**src/rtl/spm_pkg.sv**
```systemverilog
package spm_pkg;

   localparam int SEL_W = 6;
   localparam int CFG_W = 8;

   localparam logic [SEL_W-1:0] CODE_HIZ   = 6'h2E;
   localparam logic [SEL_W-1:0] CODE_CONST = 6'h2F;
   localparam logic [SEL_W-1:0] CODE_CLK   = 6'h3F;

   typedef struct packed {
      logic             ana;
      logic             inv;
      logic [SEL_W-1:0] sel;
   } pin_cfg_t;

   function automatic pin_cfg_t rst_cfg(input int idx);
      pin_cfg_t c;
      c.ana = 1'b0;
      c.inv = 1'b0;
      c.sel = (idx == 0) ? CODE_CLK : CODE_HIZ;
      return c;
   endfunction

endpackage

```
**src/rtl/spm_cfg_bank.sv**
```systemverilog
module spm_cfg_bank
   import spm_pkg::*;
#(
   parameter int NPINS = 3,
   parameter int AW    = 2
) (
   input  logic                 clk,
   input  logic                 rst_n,
   input  logic                 we,
   input  logic [AW-1:0]        addr,
   input  logic [CFG_W-1:0]     wdata,
   output pin_cfg_t [NPINS-1:0] cfg_o
);

   for (genvar i = 0; i < NPINS; i++) begin : g_reg
      always_ff @(posedge clk or negedge rst_n) begin
         if (!rst_n)
            cfg_o[i] <= rst_cfg(i);
         else if (we && addr == AW'(i))
            cfg_o[i] <= pin_cfg_t'(wdata);
      end
   end

endmodule

```
**src/rtl/spm_clk_div.sv**
```systemverilog
module spm_clk_div #(
   parameter int DIV = 192
) (
   input  logic clk,
   input  logic rst_n,
   output logic clk_o
);

   localparam int HALF = DIV / 2;
   localparam int CW   = (HALF > 1) ? $clog2(HALF) : 1;

   logic [CW-1:0] cnt;

   always_ff @(posedge clk or negedge rst_n) begin
      if (!rst_n) begin
         cnt   <= '0;
         clk_o <= 1'b0;
      end else if (cnt == CW'(HALF - 1)) begin
         cnt   <= '0;
         clk_o <= ~clk_o;
      end else begin
         cnt   <= cnt + 1'b1;
      end
   end

endmodule

```
**src/rtl/spm_pin_sel.sv**
```systemverilog
module spm_pin_sel
   import spm_pkg::*;
#(
   parameter int STAT_W   = 32,
   parameter bit FORCE_HI = 1'b0
) (
   input  pin_cfg_t          cfg,
   input  logic [STAT_W-1:0] stat,
   input  logic              sleep_hold,
   input  logic              div_clk,
   output logic              val,
   output logic              oe
);

   localparam int IDX_W = $clog2(STAT_W);
   localparam logic [SEL_W-1:0] LOW_LIM = SEL_W'(STAT_W);

   always_comb begin
      val = 1'b0;
      oe  = 1'b0;
      if (cfg.ana) begin
         // analog mode: digital driver released
         oe = 1'b0;
      end else if (cfg.sel < LOW_LIM) begin
         oe  = 1'b1;
         val = sleep_hold ? (FORCE_HI ^ cfg.inv)
                          : (stat[cfg.sel[IDX_W-1:0]] ^ cfg.inv);
      end else begin
         unique case (cfg.sel)
            CODE_CONST: begin oe = 1'b1; val = cfg.inv;           end
            CODE_CLK:   begin oe = 1'b1; val = div_clk ^ cfg.inv; end
            default:    begin oe = 1'b0; val = 1'b0;              end
         endcase
      end
   end

endmodule

```
**src/rtl/status_pin_mux.sv**
```systemverilog
module status_pin_mux
   import spm_pkg::*;
#(
   parameter int NPINS    = 3,
   parameter int STAT_W   = 32,
   parameter int DIV      = 192,
   parameter int SPI_PIN  = 1
) (
   input  logic              clk,
   input  logic              rst_n,
   input  logic              cfg_we,
   input  logic [1:0]        cfg_addr,
   input  logic [7:0]        cfg_wdata,
   input  logic [31:0]       stat_vec,
   input  logic              sleep_i,
   input  logic              chip_rdy_n,
   input  logic              spi_cs_n,
   input  logic              spi_so,
   input  logic              spi_so_oe,
   output logic [2:0]        pin_o,
   output logic [2:0]        pin_oe
);

   if (NPINS != 3)               begin : g_bad_np  $error("NPINS must be 3");              end
   if (STAT_W != 32)             begin : g_bad_sw  $error("STAT_W must equal 2**(SEL_W-1)"); end
   if (DIV < 2 || DIV % 2 != 0)  begin : g_bad_div $error("DIV must be even and >= 2");  end
   if (SPI_PIN >= NPINS)         begin : g_bad_sp  $error("SPI_PIN out of range");       end

   pin_cfg_t [NPINS-1:0] cfg_q;
   logic                 div_clk;
   logic                 sleep_hold;
   logic [NPINS-1:0]     prog_val;
   logic [NPINS-1:0]     prog_oe;

   assign sleep_hold = sleep_i & chip_rdy_n;

   spm_cfg_bank #(.NPINS(NPINS), .AW(2)) u_cfg (
      .clk   (clk),
      .rst_n (rst_n),
      .we    (cfg_we),
      .addr  (cfg_addr),
      .wdata (cfg_wdata),
      .cfg_o (cfg_q)
   );

   spm_clk_div #(.DIV(DIV)) u_div (
      .clk   (clk),
      .rst_n (rst_n),
      .clk_o (div_clk)
   );

   for (genvar i = 0; i < NPINS; i++) begin : g_pin
      spm_pin_sel #(
         .STAT_W   (STAT_W),
         .FORCE_HI (i == SPI_PIN)
      ) u_sel (
         .cfg        (cfg_q[i]),
         .stat       (stat_vec),
         .sleep_hold (sleep_hold),
         .div_clk    (div_clk),
         .val        (prog_val[i]),
         .oe         (prog_oe[i])
      );

      if (i == SPI_PIN) begin : g_shared
         assign pin_o[i]  = spi_cs_n ? prog_val[i] : spi_so;
         assign pin_oe[i] = spi_cs_n ? prog_oe[i]  : spi_so_oe;
      end else begin : g_plain
         assign pin_o[i]  = prog_val[i];
         assign pin_oe[i] = prog_oe[i];
      end
   end

endmodule

```
**config.mk**
```make
export PLATFORM = sky130hd
export DESIGN_NAME = status_pin_mux
export DESIGN_NICKNAME = d
export VERILOG_FILES = /design/src/rtl/spm_pkg.sv /design/src/rtl/spm_cfg_bank.sv /design/src/rtl/spm_clk_div.sv /design/src/rtl/spm_pin_sel.sv /design/src/rtl/status_pin_mux.sv
export SDC_FILE = /design/constraint.sdc
export NUM_CORES = 1
export LEC_CHECK = 0
export BUFFER_PORTS_ARGS = -buffer_cell sky130_fd_sc_hd__buf_2
export CORE_AREA = 2 2 69 71
export DETAILED_ROUTE_END_ITERATION = 16
export DIE_AREA = 0 0 71 73
export GPL_ROUTABILITY_DRIVEN = 0
export PLACE_DENSITY = 0.82
export SYNTH_ARGS = -nofsm -noshare
export SYNTH_HDL_FRONTEND = slang
export SYNTH_SLANG_ARGS = --single-unit
```
**constraint.sdc**
```tcl
create_clock -name clk -period 2.9 [get_ports clk]
set_input_delay 0.145 -clock clk [delete_from_list [all_inputs] [get_ports clk]]
set_output_delay 0.145 -clock clk [all_outputs]
set_load 0.03 [all_outputs]
```
# Yosys cells after proc, flatten, opt, wreduce, memory -nomap -nowiden
# Index checks and enable logic that the tools add are counted.
# W data, S select, Z words.
dict set report totals {
  ff_bits 32
  input_bits 50
  out_inout_bits 6
  wordCells 73
}
dict set report op_classes {
  addsub 1
  n_lt_le_gt_ge 6
  eq_ne 9
  n_mux 30
  bitwise_logic 9
  reduce_logical 7
}
# op count
set op_table {}
lappend op_table {{$eq A6 B6 Y1 const B} 6}
lappend op_table {{$mux W1} 23}
lappend op_table {{$lt A5 B6 Y1 const B} 3}
lappend op_table {{$lt A6 B6 Y1 const B} 3}
lappend op_table {{$bmux W1 S5} 3}
lappend op_table {{$add A7 B1 Y7 const B} 1}
lappend op_table {{$eq A7 B7 Y1 const B} 1}
lappend op_table {{$mux W7} 1}
lappend op_table {{$pmux W1 S2} 3}
lappend op_table {{$reduce_or A2 Y1} 3}
lappend op_table {{$xor A1 B1 Y1} 6}
lappend op_table {{$logic_and A1 B1 Y1} 3}
lappend op_table {{$eq A2 B1 Y1 const B} 1}
lappend op_table {{$eq A2 B2 Y1 const B} 1}
lappend op_table {{$logic_not A2 Y1} 1}
lappend op_table {{$not A1 Y1} 2}
lappend op_table {{$and A1 B1 Y1} 1}

# Depth between registers and ports, before layout
# Gate-level depths: netlist of run 1.
dict set report depth {
  word_depth 7
  mapped_depth 8
  ltp_nobuf 6
}

# By module
# Synthesis of run 1 repeated with hierarchy kept, for this count alone.
dict set report unflattened {
  hier_cells 226
  hier_area_um2 2509.9
}
# mod n_inst cells_per_inst area_per_inst_um2 seq_area_each_um2
set modules_own_cells {}
lappend modules_own_cells {spm_cfg_bank 1 51 929.6 618.1}
lappend modules_own_cells {{spm_pin_sel at g_pin[0].u_sel ...} 2 51 390.4 0.0}
lappend modules_own_cells {{spm_pin_sel at g_pin[1].u_sel} 1 37 392.9 0.0}
lappend modules_own_cells {spm_clk_div 1 29 347.8 200.2}
lappend modules_own_cells {status_pin_mux 1 7 58.8 0.0}

# Worst setup path after synthesis of run 1
# Ideal clock, no wire load.
dict set report synth_path {
  path_kind {flip-flop to output port}
  from {reg u_cfg.cfg_o[9] (netlist bit)}
  to {out pin_o[1]}
  arrival_ps 2212
  t_required_ps 2755
  slack_ps 543
  stages_incl_launch_ff 8
  path_buffers 1
  path_cell_list {dfstp_2 buf_2 mux4_2 mux2i_1 mux2i_1 o221ai_1 xor2_1 o22ai_1}
}
dict set report synth_via {
  elab_chain_cells 7
  elab_cells_between_ends 11
  classes_between {1 x order compare; 2 x eq/ne; 7 x mux; 1 x bitwise}
}
# item line_no
set synth_rtl {}
lappend synth_rtl {{start, declared} spm_cfg_bank.sv:12} ;# output pin_cfg_t [NPINS-1:0] cfg_o
lappend synth_rtl {{start signal, assigned by index} spm_cfg_bank.sv:18} ;# cfg_o[i] <= rst_cfg(i);
lappend synth_rtl {{start signal, assigned by index} spm_cfg_bank.sv:20} ;# cfg_o[i] <= pin_cfg_t'(wdata);
lappend synth_rtl {{$bmux W1 S5} spm_pin_sel.sv:27} ;# : (stat[cfg.sel[IDX_W-1:0]] ^ cfg.inv);
lappend synth_rtl {{$mux W1 (not written as such)} spm_pin_sel.sv:27}
lappend synth_rtl {{$xor A1 B1 Y1} spm_pin_sel.sv:27}
lappend synth_rtl {{$mux W1} spm_pin_sel.sv:26} ;# val = sleep_hold ? (FORCE_HI ^ cfg.inv)
lappend synth_rtl {{$mux W1 (*)} spm_pin_sel.sv:24} ;# end else if (cfg.sel < LOW_LIM) begin
lappend synth_rtl {{$mux W1 (*)} spm_pin_sel.sv:21} ;# if (cfg.ana) begin
lappend synth_rtl {{$mux W1 (*)} status_pin_mux.sv:66} ;# assign pin_o[i] = spi_cs_n ? prog_val[i] : spi_so;
lappend synth_rtl {{end, declared} status_pin_mux.sv:20} ;# output logic [2:0] pin_o,
# Mark *: on every way between the ends. The rest lies on a longest branch, timed or not. The select of a mux whose other input is x is not followed.

# Worst setup path after layout of run 1
dict set report layout_path {
  from {reg u_cfg.cfg_o[17] (netlist bit)}
  to {out pin_o[2]}
}
dict set report layout_via {
  elab_chain_cells 6
  elab_cells_between_ends 10
  classes_between {1 x order compare; 2 x eq/ne; 6 x mux; 1 x bitwise}
}
# item line_no
set layout_rtl {}
lappend layout_rtl {{$bmux W1 S5} spm_pin_sel.sv:27}
lappend layout_rtl {{$mux W1 (not written as such)} spm_pin_sel.sv:27}
lappend layout_rtl {{$xor A1 B1 Y1} spm_pin_sel.sv:27}
lappend layout_rtl {{$mux W1} spm_pin_sel.sv:26}
lappend layout_rtl {{$mux W1 (*)} spm_pin_sel.sv:24}
lappend layout_rtl {{$mux W1 (*)} spm_pin_sel.sv:21}
# Marks and branches as above.

==> results of run 1 <==
## per-layer routing
| layer | up-vias | wire length [µm] |
|---|---|---|
| met4 | 0 | 119 |
| met3 | 13 | 359 |
| li1 | 800 | - |
| met1 | 880 | 2140 |
| met2 | 75 | 2690 |
| met5 | - | 0 |
## worst min path at each step
stage / startpoint / endpoint / slack (ns) / cells past startpoint
global placement: rst_n / u_div.cnt[2] / 0.22 / 1
global route: cfg_wdata[1] / u_cfg.cfg_o[9] / 0.13 / 2
finish: cfg_wdata[3] / u_cfg.cfg_o[19] / 0.13 / 2
floorplan: rst_n / u_cfg.cfg_o[12] / -0.15 / 0
detailed placement: rst_n / u_div.cnt[2] / 0.22 / 1
CTS: cfg_wdata[3] / u_cfg.cfg_o[19] / 0.12 / 2
## power by group
part / total (mW) / internal [mW] / switching [mW] / leakage (nW)
combinational: 0.499 / 0.300 / 0.199 / 0.730
clock: 0.346 / 0.189 / 0.157 / 0.0510
sequential: 0.681 / 0.543 / 0.137 / 0.363
## state kept, by name, summed over array words and instances (netlist names)
name         flops
u_div.cnt        7
u_cfg.cfg_o     24
u_div.clk_o      1
## Yosys cell counts (3+ instances only)
library cell and number:
mux2_2 25, mux4_2 20, dfrtp_1 18, dfstp_2 14
mux2i_1 13, nand2_1 9, a21oi_1 6, buf_4 5
nand2b_1 5, nand3_1 5, buf_6 4, nand4_1 4
nor2_1 4, nor2b_1 4, xor2_1 4, nand3b_1 3
nor3_1 3, o22ai_1 3
## placed cells by master, fill, tap and decap left out, types with 5 or more instances in the layout
master / count
buf_2: 55
mux2_2: 25
mux4_2: 20
dfrtp_1: 18
mux2i_1: 13
dfstp_2: 13
nand2_1: 9
a21oi_1: 6
clkbuf_8: 6
nand3_1: 5
nand2b_1: 5
## layout make-up
| cell class | instances | share of cell area (%) |
|---|---|---|
| well taps | 54 | 2.53 |
| clock buffers | 6 | 3.09 |
| multi-input cells | 131 | 51.5 |
| repair buffers | 59 | 11.5 |
| clock inverters | 2 | 0.375 |
| flip-flops and latches | 32 | 30.8 |
| inverters | 2 | 0.281 |
## kinds of logic (layout without fill, tap and decap cells)
| logic type | count (synthesis) | in the layout | share of synthesized area [%] |
|---|---|---|---|
| adders and majority gates | 1 | 1 | 0.544 |
| buffers and inverters | 15 | 69 | 4.68 |
| DFF | 32 | 32 | 35.6 |
| xor gates and xnor gates | 6 | 6 | 2.28 |
| and+or+nand+nor | 44 | 44 | 11.0 |
| AOI/OAI and AO/OA | 20 | 20 | 6.20 |
| muxes | 60 | 60 | 39.7 |
## what timing repair did
action                                  in CTS  in global routing
buffers inserted                             0                  3
endpoints found under the hold margin       18                  0
endpoints found under the setup margin       0                  2
resized for setup                            0                  1
hold buffers                                 1                  0
==> flow_summary.ini, run 1 <==
[power_and_ir_drop]
power_leakage_nw = 1.14
p_per_area_nw_per_um2 = 571
vdd_ir_drop_max_uv = 327
power.total_mw = 1.53

[setup_path]
rr_startpoint = u_div.cnt[0]
crit_buf_inv = 1
critical_path.top_delay_family = flip-flops
crit_path_end = pin_o[2]
crit_start = u_cfg.cfg_o[17]
crit_path_cell_trace = mux4_2, mux2i_1, o22ai_1, o31ai_1, nand3_1, a21boi_1, buf_2
crit_slowest_cell = dfstp_4
arrival_ns = 2.55
cp.depth = 7
slowest_delay_ns = 0.72
worstReg2RegEnd = u_div.clk_o
cp.required_ns = 2.76
worst_setup_path_start_kind = register
worstSetupPathType = register to output port
reg2reg_depth = 4
reg2reg_slack_ns = 1.35
end_kind = output port
cp_max_fo = 13

[timing]
max-slew-margin-rel_pct = 55.5
rsz0062_at_grt = false
maxSlewViolCount = 0
tightest_slew_ns = 0.668
setup_ws_ns = 0.200
period_needed_ns = 2.70
hold_viol = 0
worst_hold_slack_ns = 0.127
fmax_mhz = 370
setup_violations = 0
fin_crit_sh_pct = 93.1
finalSetupTns_ns = 0
finalClockSkew_ns = 0.00443

[yosys]
syn_inst = 178
ys.flop_type = dfrtp_1
synthArstFlopShare_pct = 100
synth_warnings = 0
synth_top_cell_area_share_pct = 19.6
post-synth-top-area-cell = dfrtp_1
synth_nets = 229
synthTopCellsByArea = dfrtp_1 20%, mux4_2 20%, dfstp_2 16%
ys_seq_area_share_pct = 35.6
ys_types = 39
synthesis.area_um2 = 2300
synth_seq_cells = 32
synth_edf_count = 0
avgSynthCellArea_um2 = 12.9

[routing]
drc = 0
drtIter0Drc = 103
dr.pass1.iters = 4
wl_per_cell_um = 18.6
vias = 1768
drtAntennaViolNets = 0
wl_mm = 5.31
vias_per_cell = 6.18

[global_route]
grt_max_degree = 33
use_met1_pct = 26.2
grt_pass1_wl_mm = 8.71
grt_pass1_vias = 1795
use_met2_pct = 37.6
grt_use_total_pct = 21.8
grt_busiest_layer = met2
overflow = 0
grtUsageMet3_pct = 4.70
antenna_found_initial = 0

[job]
cap_violations = 0

[status]
outcome = finished clean

[clocking]
cts_htree_levels = 2
clock_path_buffers = 2
cts.sinks = 32
clkLatencyLatePin_ns = 0.28
cts_root_buf = clkbuf_8
cts_tree = done
cts_buffers = 5
clk_pin_slew_ns = 0.07

[placement]
dp_cells = 274
dp_slack_ns = 0.466
numPortBuffers = 55
dp_hpwl_mm = 4.05
dpl-instance-area_um2 = 2540

[cells_and_area]
final_util_pct = 58.9
area_growth_pct = 16.1
multi_input_area_um2 = 1380
insertedDiodeCount = 0
final_area_um2 = 2670
fin_nets = 282
finalNonFillerCells = 286
fill_cells = 384
regArea_um2 = 822
drive_gt1_share_pct = 55.6

[die]
dieArea_um2 = 5180
initial_utilization_pct = 50.7
fp.dieH_um = 73
core_area_um2 = 4540
rows = 25
io_pins = 56
die_w_um = 71

[worst_hold_path]
hp-class = input pin to register
(Power assumes the default switching activity.)
==> run 2, diff against run 1 <==
- RECOVER_POWER: default -> 100
==> run 2 against run 1 <==
The run now ends with max-capacitance violations, max-slew violations left. Final area fell by 0.37%. Flip-flop and latch count did not move. First-iteration DRC count grew 21%. Critical path depth unchanged. Clock power hardly changed. Hold slack got worse by 0.0087 ns. Routed wire length about the same. Combinational power about the same.
==> flow_summary.ini, run 2 (synthesized netlist as in run 1, its figures left out) <==
[setup_path]
worstSetupPathType = register to output port
reg2reg_depth = 4
crit_slowest_cell = dfstp_4
worst_setup_path_start_kind = register
worstReg2RegEnd = u_div.clk_o
end_kind = output port
reg2reg_slack_ns = 1.35
cp.required_ns = 2.76
crit_path_cell_trace = mux4_2, mux2i_1, o22ai_1, o31ai_1, nand3_1, a21boi_1, clkbuf_2
rr_startpoint = u_div.cnt[0]
cp_max_fo = 13
slowest_delay_ns = 0.72
arrival_ns = 2.56

[status]
outcome = finished, violations left
violations = max-capacitance violations, max-slew violations

[timing]
period_needed_ns = 2.71
max-slew-margin-rel_pct = -7.99
tightest_slew_ns = 1.62
finalClockSkew_ns = 0.00392
fin_crit_sh_pct = 93.4
rsz0062_at_grt = false
hold_viol = 0
setup_violations = 0
fmax_mhz = 369
maxSlewViolCount = 33
finalSetupTns_ns = 0

[power_and_ir_drop]
p_seq_share_pct = 44.6
power_leakage_nw = 1.13
p_switching_mw = 0.493
pwr-share-clk_pct = 22.7
p_sw_share_pct = 32.4
p_per_area_nw_per_um2 = 571
combPwrFrac_pct = 32.7
intPower_mw = 1.03
vdd_ir_drop_max_uv = 335

[cells_and_area]
final_area_um2 = 2660
largest_register = u_cfg.cfg_o
final_cell_mix = 50 x buf_2, 24 x mux2_2, 20 x mux4_2
largest_reg_flops = 24
insertedDiodeCount = 0
drive_gt1_share_pct = 52.2
largestRegisters = u_cfg.cfg_o: 24 flops, u_div.cnt: 7 flops, u_div.clk_o: 1 flops
final_common_cell = buf_2
area_growth_pct = 15.7
fill_cells = 389
fin_nets = 282
final_util_pct = 58.7

[routing]
drtIter0Drc = 125
drc = 0
dr.pass1.iters = 4
wl_per_cell_um = 18.6
vias = 1766
wl_mm = 5.31
drtAntennaViolNets = 0
vias_per_cell = 6.17

[clocking]
cts_htree_levels = 2
cts_buffers = 5
cts_tree = done
cts.sinks = 32
clock_path_buffers = 2
cts_root_buf = clkbuf_8
clk_pin_slew_ns = 0.06
clkLatencyLatePin_ns = 0.28

[die]
die_w_um = 71
fp.dieH_um = 73
dieArea_um2 = 5180
io_pins = 56
core_area_um2 = 4540
initial_utilization_pct = 50.7
rows = 25

[global_route]
grt_max_degree = 33
overflow = 0
grt_use_total_pct = 21.8
antenna_found_initial = 0
grt_pass1_vias = 1795
grt_pass1_wl_mm = 8.71

[placement]
numPortBuffers = 55
dp_hpwl_mm = 4.05
dpl-instance-area_um2 = 2540

[worst_hold_path]
hp-class = input pin to register
holdPathStages = 2
min_to = u_cfg.cfg_o[0]
worstHoldStart = cfg_wdata[0]

[job]
cap_violations = 1
[run 2: cell types whose count changed in the layout (fill, tap and decap cells not counted), sizes merged]
cell	before	now
buf	58	53
clkbuf	6	11
[run 2: worst max-delay path by stage]
stage,from,to,depth (start not counted)
finish,u_cfg.cfg_o[17],pin_o[2],7
global route,u_cfg.cfg_o[0],pin_o[0],7
CTS,u_cfg.cfg_o[17],pin_o[2],7
detailed placement,u_cfg.cfg_o[17],pin_o[2],7
global placement,u_cfg.cfg_o[17],pin_o[2],7
floorplan,u_cfg.cfg_o[9],pin_o[1],7
[run 2: critical path, delay by kind of cell (launching register included)]
family / cells / cell delay, ns
AND/OR/NAND/NOR: 1 / 0.12
buffers and inverters: 1 / 0.22
flip-flops: 1 / 0.72
AO/OA/AOI/OAI: 3 / 0.55
multiplexers: 2 / 0.68
[run 2: power by group through the flow]
stage	clock, mW	combinational [mW]	sequential (mW)
detailed placement	0	0.482	0.693
global placement	0	0.471	0.684
CTS	0.357	0.485	0.685
finish	0.345	0.497	0.679
floorplan	0	0.474	0.583
global route	0.378	0.538	0.695
[run 2: per-layer routing]
metal / routed length, µm / up-vias / track usage (%)
met4: 117 / 0 / 10.5
met3: 335 / 10 / 4.70
met5: 0 / - / 0
met2: 2710 / 75 / 37.6
li1: - / 799 / -
met1: 2150 / 882 / 26.2
[run 2: stage by stage]
step | hold WS [ns] | std cells | power [mW] | setup WS, ns
finish | 0.119 | 286 | 1.52 | 0.191
global route | 0.126 | 286 | 1.61 | 0.00670
CTS | 0.118 | 283 | 1.53 | 0.147
floorplan | -0.151 | 178 | 1.06 | 0.543
global placement | 0.215 | 274 | 1.16 | 0.496
detailed placement | 0.217 | 274 | 1.17 | 0.466
[run 2: area by class of cell]
class | count | area (µm²) | area share, %
Multi-Input combinational cell | 131 | 1370 | 51.5
Sequential cell | 32 | 822 | 30.9
Timing Repair Buffer | 59 | 303 | 11.4
Clock buffer | 6 | 82.6 | 3.10
Tap cell | 54 | 67.6 | 2.54
Clock inverter | 2 | 10.0 | 0.376
Inverter | 2 | 7.51 | 0.282
[run 2: repair_timing]
item                       4_1_cts  5_1_grt
hold buffers                     1        0
gates resized for setup          0        1
setup buffers                    0        3
setup endpoints to repair        0        2
hold endpoints to repair        18        0
==> run 3, diff against run 2 <==
- clock period: 2.9 -> 2.6 ns (I/O delays scaled with it)
==> run 3 against run 2 <==
The run ends with max-capacitance violations, max-slew violations, negative setup slack left. Clock power is 46% higher. Largest cell class unchanged. Global-route usage is 0.57 points higher. Largest power group unchanged. Clock skew is 0.0029 ns lower. Worst setup slack worse by 0.20 ns. Hold slack worse by 0.0025 ns.
==> flow_summary.ini, run 3 (synthesized netlist as in run 1, its figures left out) <==
[routing]
wl_mm = 5.48
drtIter0Drc = 170
vias = 1808
wl_per_cell_um = 18.7
drtAntennaViolNets = 0
vias_per_cell = 6.17
dr.pass1.iters = 4
drc = 0

[timing]
maxSlewViolCount = 33
hold_viol = 0
fin_crit_sh_pct = 100
fmax_mhz = 383
period_needed_ns = 2.61
setup_violations = 1
finalClockSkew_ns = 0.00106
worst_hold_slack_ns = 0.116
tightest_slew_ns = 1.61
max-slew-margin-rel_pct = -7.55
setup_ws_ns = -0.00801
rsz0062_at_grt = true

[cells_and_area]
drive_gt1_share_pct = 57.7
final_cell_mix = 49 x buf_2, 25 x mux2_2, 20 x mux4_2
largest_reg_flops = 24
largestRegisters = u_cfg.cfg_o: 24 flops, u_div.cnt: 7 flops, u_div.clk_o: 1 flops
largest_register = u_cfg.cfg_o
area_growth_pct = 22.7
insertedDiodeCount = 0
fill_cells = 378
final_common_cell = buf_2
fin_nets = 289

[setup_path]
rr_startpoint = u_div.cnt[0]
crit_start = u_cfg.cfg_o[0]
crit_slowest_cell = dfstp_4
arrival_ns = 2.48
worstReg2RegEnd = u_div.clk_o
cp_max_fo = 6
slowest_delay_ns = 0.68
reg2reg_depth = 4
reg2reg_slack_ns = 1.00
end_kind = output port
crit_path_cell_trace = buf_6, mux4_2, mux2i_1, nor3b_1, a211oi_2, xnor2_1, and2_1, buf_6
worstSetupPathType = register to output port
cp.required_ns = 2.47
worst_setup_path_start_kind = register
crit_path_frequent_cell = buf_6
crit_path_end = pin_o[0]

[die]
core_area_um2 = 4540
initial_utilization_pct = 50.7
die_w_um = 71
rows = 25
io_pins = 56
dieArea_um2 = 5180
fp.dieH_um = 73

[clocking]
cts_htree_levels = 2
clk_pin_slew_ns = 0.06
cts_buffers = 5
clock_path_buffers = 2
clkLatencyLatePin_ns = 0.27
cts.sinks = 32
cts_root_buf = clkbuf_8
cts_tree = done

[worst_hold_path]
hp-class = input pin to register

[placement]
dp_hpwl_mm = 4.07
numPortBuffers = 55

[power_and_ir_drop]
vdd_ir_drop_max_uv = 406
power_leakage_nw = 1.19
power.total_mw = 1.91
p_per_area_nw_per_um2 = 676

[global_route]
grt_pass1_vias = 1781
antenna_found_initial = 0
grt_use_total_pct = 22.4
overflow = 0
grt_pass1_wl_mm = 8.88
grt_max_degree = 33

[status]
violations = max-capacitance violations, max-slew violations, negative setup slack
outcome = finished, violations left

[job]
cap_violations = 1
run 3: changes by cell type in the layout (fill, tap and decap cells not counted), sizes merged:
cell    previous run  this run
clkinv             2         0
buf               53        62
clkbuf            11        10
bufinv             0         1
run 3: worst min-delay path by stage:
stage | start | endpoint | cells past startpoint
2_1_floorplan | rst_n | u_cfg.cfg_o[12] | 0
3_3_place_gp | rst_n | u_div.cnt[4] | 1
3_5_place_dp | rst_n | u_div.cnt[2] | 1
4_1_cts | cfg_wdata[2] | u_cfg.cfg_o[10] | 2
5_1_grt | cfg_wdata[1] | u_cfg.cfg_o[1] | 2
6_report | cfg_wdata[2] | u_cfg.cfg_o[10] | 2
run 3: where the power goes:
part           switching, mW  internal, mW  leakage (nW)
Clock                  0.165         0.338        0.0645
Combinational          0.265         0.390         0.763
Sequential             0.143         0.609         0.363
Total                  0.573          1.34          1.19
run 3: worst max-delay path: cells and delay by family, from the launching register on:
kind,cells,cell delay (ns)
simple gates,2,0.24
mux,2,0.64
xor+xnor,1,0.16
buf+inv,2,0.26
compound gates,1,0.22
flops,1,0.68
run 3: what timing repair did:
action | in CTS | in global routing
endpoints found under the setup margin | 3 | 3
setup buffers | 6 | 3
pin swaps | 4 | 5
endpoints found under the hold margin | 18 | 0
resized for setup | 12 | 6
hold buffers | 1 | 0
run 3: per-stage QoR:
| step | std cells | setup WS (ns) | utilization [%] | instance area [µm²] | setup TNS [ns] |
|---|---|---|---|---|---|
| after floorplan | 178 | 0.258 | - | 2300 | 0 |
| after global placement | 275 | 0.192 | 56.2 | 2550 | 0 |
| after detailed placement | 275 | 0.175 | 56.2 | 2550 | 0 |
| after CTS | 290 | -0.0558 | 61.3 | 2780 | -0.0997 |
| after global routing | 293 | -0.127 | 62.3 | 2820 | -0.329 |
| final | 293 | -0.00801 | 62.3 | 2820 | -0.00801 |
run 3: cell type report:
class	instances	area (µm²)	share of cell area (%)
clock buffers	7	96.3	3.41
well taps	54	67.6	2.39
clock inverters	1	30.0	1.06
multi-input cells	131	1410	49.8
flip-flops and latches	32	831	29.4
repair buffers	66	384	13.6
inverters	2	7.51	0.266
run 3: routing by layer:
layer	track usage [%]	routed length (µm)	up-vias
li1	-	-	811
met4	9.01	120	0
met5	0	0	-
met1	27.5	2180	906
met2	38.8	2820	83
met3	4.70	367	8
